<file path="config.mk">
export PLATFORM = sky130hd
export DESIGN_NAME = wd_window_timer
export DESIGN_NICKNAME = d
export VERILOG_FILES = /design/src/rtl/wd_pkg.sv /design/src/rtl/wd_feed_seq.sv /design/src/rtl/wd_core.sv /design/src/rtl/wd_regfile.sv /design/src/rtl/wd_window_timer.sv
export SDC_FILE = /design/constraint.sdc
export NUM_CORES = 1
export LEC_CHECK = 0
export BUFFER_PORTS_ARGS = -buffer_cell sky130_fd_sc_hd__buf_2
export CAP_MARGIN = 0
export CORE_MARGIN = 5
export CORE_UTILIZATION = 50
export DETAILED_ROUTE_END_ITERATION = 10
export PLACE_DENSITY_LB_ADDON = 0.3
export SKIP_CTS_REPAIR_TIMING = 1
export SLEW_MARGIN = 20
export SYNTH_ARGS = -nofsm -noshare
export SYNTH_HDL_FRONTEND = slang
export SYNTH_SLANG_ARGS = --single-unit
</file>
<file path="constraint.sdc">
create_clock -name clk -period 8.5 [get_ports clk]
set_clock_uncertainty 0.15 [all_clocks]
set_input_delay 2.125 -clock clk [delete_from_list [all_inputs] [get_ports clk]]
set_output_delay 2.125 -clock clk [all_outputs]
set_load 0.005 [all_outputs]
</file>
<file path="src/rtl/wd_pkg.sv">
package wd_pkg;

    localparam int ADDR_W = 3;

    localparam logic [ADDR_W-1:0] ADDR_MODE   = 3'd0;
    localparam logic [ADDR_W-1:0] ADDR_RELOAD = 3'd1;
    localparam logic [ADDR_W-1:0] ADDR_FEED   = 3'd2;
    localparam logic [ADDR_W-1:0] ADDR_COUNT  = 3'd3;
    localparam logic [ADDR_W-1:0] ADDR_WARN   = 3'd4;
    localparam logic [ADDR_W-1:0] ADDR_WINDOW = 3'd5;

    localparam int MB_EN    = 0;
    localparam int MB_RSTEN = 1;
    localparam int MB_TOF   = 2;
    localparam int MB_WARN  = 3;
    localparam int MB_PROT  = 4;
    localparam int MB_LOCK  = 5;

    localparam logic [7:0] FEED_KEY1 = 8'hAA;
    localparam logic [7:0] FEED_KEY2 = 8'h55;

    typedef enum logic [1:0] {
        CORE_IDLE    = 2'd0,
        CORE_RUN     = 2'd1,
        CORE_STOPPED = 2'd2,
        CORE_RSTOUT  = 2'd3
    } core_state_t;

    typedef enum logic {
        FEED_WAIT_KEY1 = 1'b0,
        FEED_WAIT_KEY2 = 1'b1
    } feed_state_t;

endpackage

</file>
<file path="src/rtl/wd_feed_seq.sv">
module wd_feed_seq
    import wd_pkg::*;
(
    input  logic              clk,
    input  logic              rst_n,
    input  logic              soft_rst,
    input  logic              wr_en,
    input  logic              rd_en,
    input  logic [ADDR_W-1:0] addr,
    input  logic [7:0]        wkey,
    output logic              feed_ok,
    output logic              seq_err
);

    feed_state_t state_q, state_d;
    logic        key_wr;

    assign key_wr = wr_en && (addr == ADDR_FEED);

    always_ff @(posedge clk or negedge rst_n) begin
        if (!rst_n)
            state_q <= FEED_WAIT_KEY1;
        else if (soft_rst)
            state_q <= FEED_WAIT_KEY1;
        else
            state_q <= state_d;
    end

    always_comb begin
        state_d = state_q;
        unique case (state_q)
            FEED_WAIT_KEY1: begin
                if (key_wr && (wkey == FEED_KEY1))
                    state_d = FEED_WAIT_KEY2;
            end
            FEED_WAIT_KEY2: begin
                if (wr_en || rd_en)
                    state_d = FEED_WAIT_KEY1;
            end
        endcase
    end

    always_comb begin
        feed_ok = 1'b0;
        seq_err = 1'b0;
        unique case (state_q)
            FEED_WAIT_KEY1: ;
            FEED_WAIT_KEY2: begin
                if (key_wr && (wkey == FEED_KEY2))
                    feed_ok = 1'b1;
                else if (wr_en || rd_en)
                    seq_err = 1'b1;
            end
        endcase
    end

endmodule

</file>
<file path="src/rtl/wd_core.sv">
module wd_core
    import wd_pkg::*;
#(
    parameter int CNT_W = 24
) (
    input  logic             clk,
    input  logic             rst_n,
    input  logic             en,
    input  logic             rst_en,
    input  logic             feed_ok,
    input  logic             seq_err,
    input  logic [CNT_W-1:0] reload,
    input  logic [CNT_W-1:0] warn_val,
    input  logic [CNT_W-1:0] win_val,
    output logic [CNT_W-1:0] cnt,
    output logic             warn_hit,
    output logic             fault,
    output logic             soft_rst,
    output logic             rst_req,
    output core_state_t      state_o
);

    localparam logic [CNT_W-1:0] CNT_ZERO = '0;
    localparam logic [CNT_W-1:0] CNT_ONE  = CNT_W'(1);

    core_state_t state_q, state_d;
    logic        early_feed;
    logic        expired;
    logic        fault_c;

    assign early_feed = feed_ok && (cnt > win_val);
    assign expired    = (cnt == CNT_ZERO) && !feed_ok;
    assign fault_c    = (state_q == CORE_RUN) && (seq_err || early_feed || expired);

    always_ff @(posedge clk or negedge rst_n) begin
        if (!rst_n)
            state_q <= CORE_IDLE;
        else
            state_q <= state_d;
    end

    always_comb begin
        state_d = state_q;
        unique case (state_q)
            CORE_IDLE: begin
                if (en && feed_ok)
                    state_d = CORE_RUN;
            end
            CORE_RUN: begin
                if (fault_c)
                    state_d = rst_en ? CORE_RSTOUT : CORE_STOPPED;
            end
            CORE_STOPPED: begin
                if (feed_ok)
                    state_d = CORE_RUN;
            end
            CORE_RSTOUT: begin
                state_d = CORE_IDLE;
            end
        endcase
    end

    always_ff @(posedge clk or negedge rst_n) begin
        if (!rst_n) begin
            cnt <= CNT_ZERO;
        end else begin
            unique case (state_q)
                CORE_IDLE: begin
                    if (en && feed_ok)
                        cnt <= reload;
                end
                CORE_RUN: begin
                    if (fault_c)
                        cnt <= CNT_ZERO;
                    else if (feed_ok)
                        cnt <= reload;
                    else
                        cnt <= cnt - CNT_ONE;
                end
                CORE_STOPPED: begin
                    if (feed_ok)
                        cnt <= reload;
                    else
                        cnt <= CNT_ZERO;
                end
                CORE_RSTOUT: begin
                    cnt <= CNT_ZERO;
                end
            endcase
        end
    end

    always_comb begin
        warn_hit = 1'b0;
        fault    = 1'b0;
        soft_rst = 1'b0;
        rst_req  = 1'b0;
        unique case (state_q)
            CORE_IDLE:    ;
            CORE_RUN: begin
                warn_hit = (cnt == warn_val);
                fault    = fault_c;
            end
            CORE_STOPPED: ;
            CORE_RSTOUT: begin
                soft_rst = 1'b1;
                rst_req  = 1'b1;
            end
        endcase
    end

    assign state_o = state_q;

endmodule

</file>
<file path="src/rtl/wd_regfile.sv">
module wd_regfile
    import wd_pkg::*;
#(
    parameter int               CNT_W    = 24,
    parameter logic [CNT_W-1:0] TC_RESET = CNT_W'(255)
) (
    input  logic              clk,
    input  logic              rst_n,
    input  logic              wr_en,
    input  logic [ADDR_W-1:0] addr,
    input  logic [31:0]       wdata,
    input  logic [CNT_W-1:0]  cnt,
    input  logic              fault,
    input  logic              warn_hit,
    input  logic              soft_rst,
    output logic              en_q,
    output logic              rsten_q,
    output logic              tof_q,
    output logic              warn_q,
    output logic              prot_q,
    output logic              lock_q,
    output logic [CNT_W-1:0]  reload_q,
    output logic [CNT_W-1:0]  warn_val,
    output logic [CNT_W-1:0]  win_val,
    output logic [31:0]       rdata
);

    localparam logic [CNT_W-1:0] WIN_RESET  = '1;
    localparam logic [CNT_W-1:0] WARN_RESET = '0;

    logic             mode_wr;
    logic             reload_wr;
    logic             reload_ok;
    logic [CNT_W-1:0] wfield;

    assign wfield    = wdata[CNT_W-1:0];
    assign mode_wr   = wr_en && (addr == ADDR_MODE);
    assign reload_wr = wr_en && (addr == ADDR_RELOAD);
    assign reload_ok = !prot_q || ((cnt < warn_val) && (cnt < win_val));

    generate
        if (CNT_W < 32) begin : g_sink
            logic unused_hi;
            assign unused_hi = ^wdata[31:CNT_W];
        end
    endgenerate

    always_ff @(posedge clk or negedge rst_n) begin
        if (!rst_n) begin
            en_q    <= 1'b0;
            rsten_q <= 1'b0;
            prot_q  <= 1'b0;
            lock_q  <= 1'b0;
        end else if (soft_rst) begin
            en_q    <= 1'b0;
            rsten_q <= 1'b0;
            prot_q  <= 1'b0;
            lock_q  <= 1'b0;
        end else if (mode_wr) begin
            en_q    <= en_q    | wdata[MB_EN];
            rsten_q <= rsten_q | wdata[MB_RSTEN];
            prot_q  <= prot_q  | wdata[MB_PROT];
            lock_q  <= lock_q  | wdata[MB_LOCK];
        end
    end

    always_ff @(posedge clk or negedge rst_n) begin
        if (!rst_n)
            tof_q <= 1'b0;
        else if (fault || (reload_wr && !reload_ok))
            tof_q <= 1'b1;
        else if (mode_wr && !wdata[MB_TOF])
            tof_q <= 1'b0;
    end

    always_ff @(posedge clk or negedge rst_n) begin
        if (!rst_n)
            warn_q <= 1'b0;
        else if (soft_rst)
            warn_q <= 1'b0;
        else if (warn_hit)
            warn_q <= 1'b1;
        else if (mode_wr && !wdata[MB_WARN])
            warn_q <= 1'b0;
    end

    always_ff @(posedge clk or negedge rst_n) begin
        if (!rst_n) begin
            reload_q <= TC_RESET;
            warn_val <= WARN_RESET;
            win_val  <= WIN_RESET;
        end else if (soft_rst) begin
            reload_q <= TC_RESET;
            warn_val <= WARN_RESET;
            win_val  <= WIN_RESET;
        end else if (wr_en) begin
            if (reload_wr && reload_ok)
                reload_q <= wfield;
            if (addr == ADDR_WARN)
                warn_val <= wfield;
            if (addr == ADDR_WINDOW)
                win_val <= wfield;
        end
    end

    always_comb begin
        rdata = 32'd0;
        unique case (addr)
            ADDR_MODE:   rdata = 32'({lock_q, prot_q, warn_q, tof_q, rsten_q, en_q});
            ADDR_RELOAD: rdata = 32'(reload_q);
            ADDR_COUNT:  rdata = 32'(cnt);
            ADDR_WARN:   rdata = 32'(warn_val);
            ADDR_WINDOW: rdata = 32'(win_val);
            default:     rdata = 32'd0;
        endcase
    end

endmodule

</file>
<file path="src/rtl/wd_window_timer.sv">
module wd_window_timer
    import wd_pkg::*;
#(
    parameter int               CNT_W    = 24,
    parameter logic [CNT_W-1:0] TC_RESET = CNT_W'(255)
) (
    input  logic              clk,
    input  logic              rst_n,
    input  logic              bus_wr,
    input  logic              bus_rd,
    input  logic [ADDR_W-1:0] bus_addr,
    input  logic [31:0]       bus_wdata,
    output logic [31:0]       bus_rdata,
    output logic              warn_irq,
    output logic              rst_req,
    output logic              osc_lock
);

    logic             feed_ok;
    logic             seq_err;
    logic             fault;
    logic             warn_hit;
    logic             soft_rst;
    logic             en_q;
    logic             rsten_q;
    logic             tof_q;
    logic             warn_q;
    logic             prot_q;
    logic             lock_q;
    logic [CNT_W-1:0] reload_q;
    logic [CNT_W-1:0] warn_val;
    logic [CNT_W-1:0] win_val;
    logic [CNT_W-1:0] cnt;
    core_state_t      core_state;

    wd_feed_seq u_feed (
        .clk      (clk),
        .rst_n    (rst_n),
        .soft_rst (soft_rst),
        .wr_en    (bus_wr),
        .rd_en    (bus_rd),
        .addr     (bus_addr),
        .wkey     (bus_wdata[7:0]),
        .feed_ok  (feed_ok),
        .seq_err  (seq_err)
    );

    wd_core #(.CNT_W(CNT_W)) u_core (
        .clk      (clk),
        .rst_n    (rst_n),
        .en       (en_q),
        .rst_en   (rsten_q),
        .feed_ok  (feed_ok),
        .seq_err  (seq_err),
        .reload   (reload_q),
        .warn_val (warn_val),
        .win_val  (win_val),
        .cnt      (cnt),
        .warn_hit (warn_hit),
        .fault    (fault),
        .soft_rst (soft_rst),
        .rst_req  (rst_req),
        .state_o  (core_state)
    );

    wd_regfile #(.CNT_W(CNT_W), .TC_RESET(TC_RESET)) u_regs (
        .clk      (clk),
        .rst_n    (rst_n),
        .wr_en    (bus_wr),
        .addr     (bus_addr),
        .wdata    (bus_wdata),
        .cnt      (cnt),
        .fault    (fault),
        .warn_hit (warn_hit),
        .soft_rst (soft_rst),
        .en_q     (en_q),
        .rsten_q  (rsten_q),
        .tof_q    (tof_q),
        .warn_q   (warn_q),
        .prot_q   (prot_q),
        .lock_q   (lock_q),
        .reload_q (reload_q),
        .warn_val (warn_val),
        .win_val  (win_val),
        .rdata    (bus_rdata)
    );

    assign warn_irq = warn_q;
    assign osc_lock = lock_q;

endmodule

</file>
==> summary.md <==
| Metric | Value |
|---|---|
| Max-slew violations | 0 |
| Sw frac | 30.7% |
| Top_reg_cell synth | dfrtp_1 |
| Vias in the first global route | 6,564 |
| TNS Setup | 0 ps |
| CP Class | input port to output pin |
| Post-synthesis instance total | 881 |
| Row count | 45 |
| Die width | 133 µm |
| Initial antenna violation count | 0 |
| Final setup fails | 0 |
| Distinct cells, synth | 65 |
| Worst Path Arrival | 3800 ps |
| Fmax | 165 MHz |
| Number of instances in the placed design | 1,069 |
| Fillers | 1,376 |
| Gr ovfl total | 0 |
| CTS clock-pin slew for the worst setup and hold paths | 70 ps |
| N_diodes | 0 |
| Clk sinks | 105 |
| Leakage | 3.77 nW |
| Period Utilization, post-route | 71.5% |
| Proportion of layout cells with a drive suffix above 1 | 15.4% |
| #FFs+latches synth | 105 |
| Register share of total power | 45.8% |
| Synth async-reset ratio | 100% |
| Gate power share | 20.2% |
| Worst path max stage delay | 970 ps |
| Post-layout minimum cycle time | 6080 ps |
| Clk buf depth | 2 |
| Cell area after synthesis | 0.00759 mm² |
| Antenna Nets Post-Route | 0 |
| Cell repeated most along the worst path | buf_2 |
| Total GRT Usage | 26.3% |
| Port Buf Inserts | 57 |
| Area of the core | 0.0150 mm² |
| Total Wirelength | 23,600 µm |
| Starting Density | 50.5% |
| Pint | 1.04 mW |
| Wirelength per Cell | 21.7 µm |
| H-tree depth | 3 |
| Slew @ Worst Pin | 1130 ps |
| Final #Nets | 980 |
| Total of warnings raised by yosys | 0 |
| DIE HEIGHT | 133 µm |
| Cts bufs inserted | 9 |
| Hold Violations, Final | 0 |
| 1st-iter DRT viols | 686 |
| Reg area | 0.00267 mm² |
| CP Cell Sequence | buf_2 -> and3b_1 -> a22oi_1 -> nand2_1 -> buf_2 |
| First-pass GRT wire length | 37,400 µm |
| Status | finished, final reports clean |
| RSZ-0062 raised after global routing | false |
| Multi-input gate area | 0.00438 mm² |
| Sw Pwr | 0.459 mW |
| Mapped Avg Cell Area | 8.62 µm² |
| Critical Path End Type | output pin |
| Vias | 7,126 |
| Non-Filler Instances | 1,085 |
| Post-synth EDFFs | 0 |
| Largest net degree at the start of global routing | 85 |
| Min-delay worst type | flop to flop |
| Crit start category | input port |
| Seq/Total Area, Yosys | 35.1% |
| Peak VDD IR | 102 µV |
| Vias per cell | 6.57 |
| Max FO, Critical Path | 24 |
| Max Cap Viol | 0 |
| Worst skew pair latency | 360 ps |
| Layout area overhead | 9.21% |
| Clock tree from TritonCTS | built |
| Post-route DRC violation count | 0 |
| Clock root buffer | clkbuf_16 |
| Post-DP HPWL | 16,100 µm |
| RePlAce Congestion | 0.920 |
| TritonRoute pass-1 iters | 5 |
| WP data required | 6230 ps |
| DIE AREA | 0.0177 mm² |
| Clock power share | 34.0% |
| Rel. slew slack | 24.5% |
| P per Cell Area | 181 mW/mm² |
| Io pins | 74 |
| Worst-path cell with the longest stage delay | and3b_1 |
==> area by class of cell <==
class                           count  area share (%)
Timing Repair Buffer               69            4.56
Inverter                           71            3.21
Sequential cell                   105            32.2
Clock buffer                       11            3.05
Clock inverter                      5            1.30
Tap cell                          188            2.84
Multi-Input combinational cell    636            52.9
==> power groups by stage <==
stage / Clock, mW / Combinational, mW / Sequential, mW
global route: 0.534 / 0.339 / 0.694
finish: 0.509 / 0.302 / 0.686
detailed placement: 0 / 0.299 / 0.688
CTS: 0.510 / 0.301 / 0.681
floorplan: 0 / 0.209 / 0.657
global placement: 0 / 0.291 / 0.687
==> placed cells by master, fill, tap and decap left out, drive strengths merged, types with 4 or more instances in the layout <==
master    n
or4      13
a31oi    17
ha       49
nor4     10
nor3b     7
inv      73
o21ai    50
nand3    44
a21oi    49
nand3b    7
mux4      6
and2      4
nor4b    17
nand2    77
or3      13
nor3     26
nor2     20
a21o      8
a22o     24
nor4bb    4
o211ai   30
dfrtp    73
or2       6
nand4    14
mux2i     4
and3     17
nor2b     4
conb      8
o2111ai  18
o31ai    11
dfstp    32
a22oi    47
buf      69
clkbuf   11
==> worst paths after layout <==
check,slack [ps],to,depth (start not counted),start
min,380,u_regs.win_val[0]$_DFFE_PN1P_,2,u_regs.win_val[0]$_DFFE_PN1P_
max reg2reg,4790,u_core.cnt[22]$_DFFE_PN0P_,10,u_regs.win_val[23]$_DFFE_PN1P_
max,2420,bus_rdata[9],5,bus_addr[2]
min reg2reg,380,u_regs.win_val[0]$_DFFE_PN1P_,2,u_regs.win_val[0]$_DFFE_PN1P_
max in group asynchronous,5320,u_regs.reload_q[19]$_DFFE_PN0P_,2,rst_n
min in group asynchronous,1560,u_regs.prot_q$_DFFE_PN0P_,1,rst_n
==> critical path, delay by kind of cell <==
kind,cells,cell delay [ps]
AND/OR/NAND/NOR,2,1160
buffers and inverters,2,350
AO/OA/AOI/OAI,1,150
==> logic make-up (layout without fill, tap and decap cells) <==
logic type / Yosys count / after routing / synth area share (%)
buffers and inverters: 147 / 156 / 7.86
flip-flops: 105 / 105 / 35.1
other: 1 / 8 / 0.0494
multiplexers: 10 / 10 / 2.31
XOR/XNOR: 5 / 5 / 0.577
AND/OR/NAND/NOR: 291 / 291 / 21.1
adder cells (fa/ha/maj): 49 / 49 / 8.08
AO/OA/AOI/OAI: 273 / 273 / 24.9
==> stage by stage <==
step / power, mW / hold WS, ps / cell area, µm² / worst slack (ps) / utilization (%)
floorplan: 0.866 / 324 / 7620 / 2660 / -
global placement: 0.978 / 352 / 7930 / 2470 / 52.8
detailed placement: 0.987 / 369 / 7930 / 2460 / 52.8
CTS: 1.49 / 374 / 8290 / 2460 / 55.2
global route: 1.57 / 400 / 8290 / 2340 / 55.2
finish: 1.50 / 379 / 8290 / 2420 / 55.2
==> registers in the layout, indices dropped and copies added (netlist names), 2 cells and up <==
name and cells:
u_regs.win_val 24, u_core.state_o 2, u_regs.reload_q 24, u_regs.warn_val 24
u_core.cnt 24
==> synthesized netlist by cell type (9+ instances only) <==
cell / n / share of area, %
buf_4: 9 / 0.89
o211ai_1: 29 / 2.9
nand4_1: 14 / 1.2
or3_1: 13 / 1.1
dfstp_2: 32 / 11
nand2_1: 77 / 3.8
a22o_1: 24 / 2.8
clkbuf_1: 59 / 2.9
a31oi_1: 17 / 1.4
o2111ai_1: 18 / 2.1
nor3_1: 26 / 1.7
inv_1: 70 / 3.5
nor4b_1: 17 / 2.0
nor4_1: 9 / 0.74
a22oi_1: 47 / 4.6
nor2_1: 20 / 0.99
dfrtp_1: 73 / 24
or4_1: 12 / 1.2
o31ai_1: 11 / 1.1
a21oi_1: 49 / 3.2
ha_1: 49 / 8.1
o21ai_0: 24 / 1.6
o21ai_1: 25 / 1.6
and3_1: 17 / 1.4
nand3_1: 44 / 2.9
==> per-layer routing <==
metal	share of wire [%]	track usage [%]	routed length [µm]
met5	0	0	0
met3	8.3	4.65	1950
met2	46	39.9	10700
met4	2.1	8.06	503
met1	44	38.5	10400
Power figures use the tool's default switching activity.
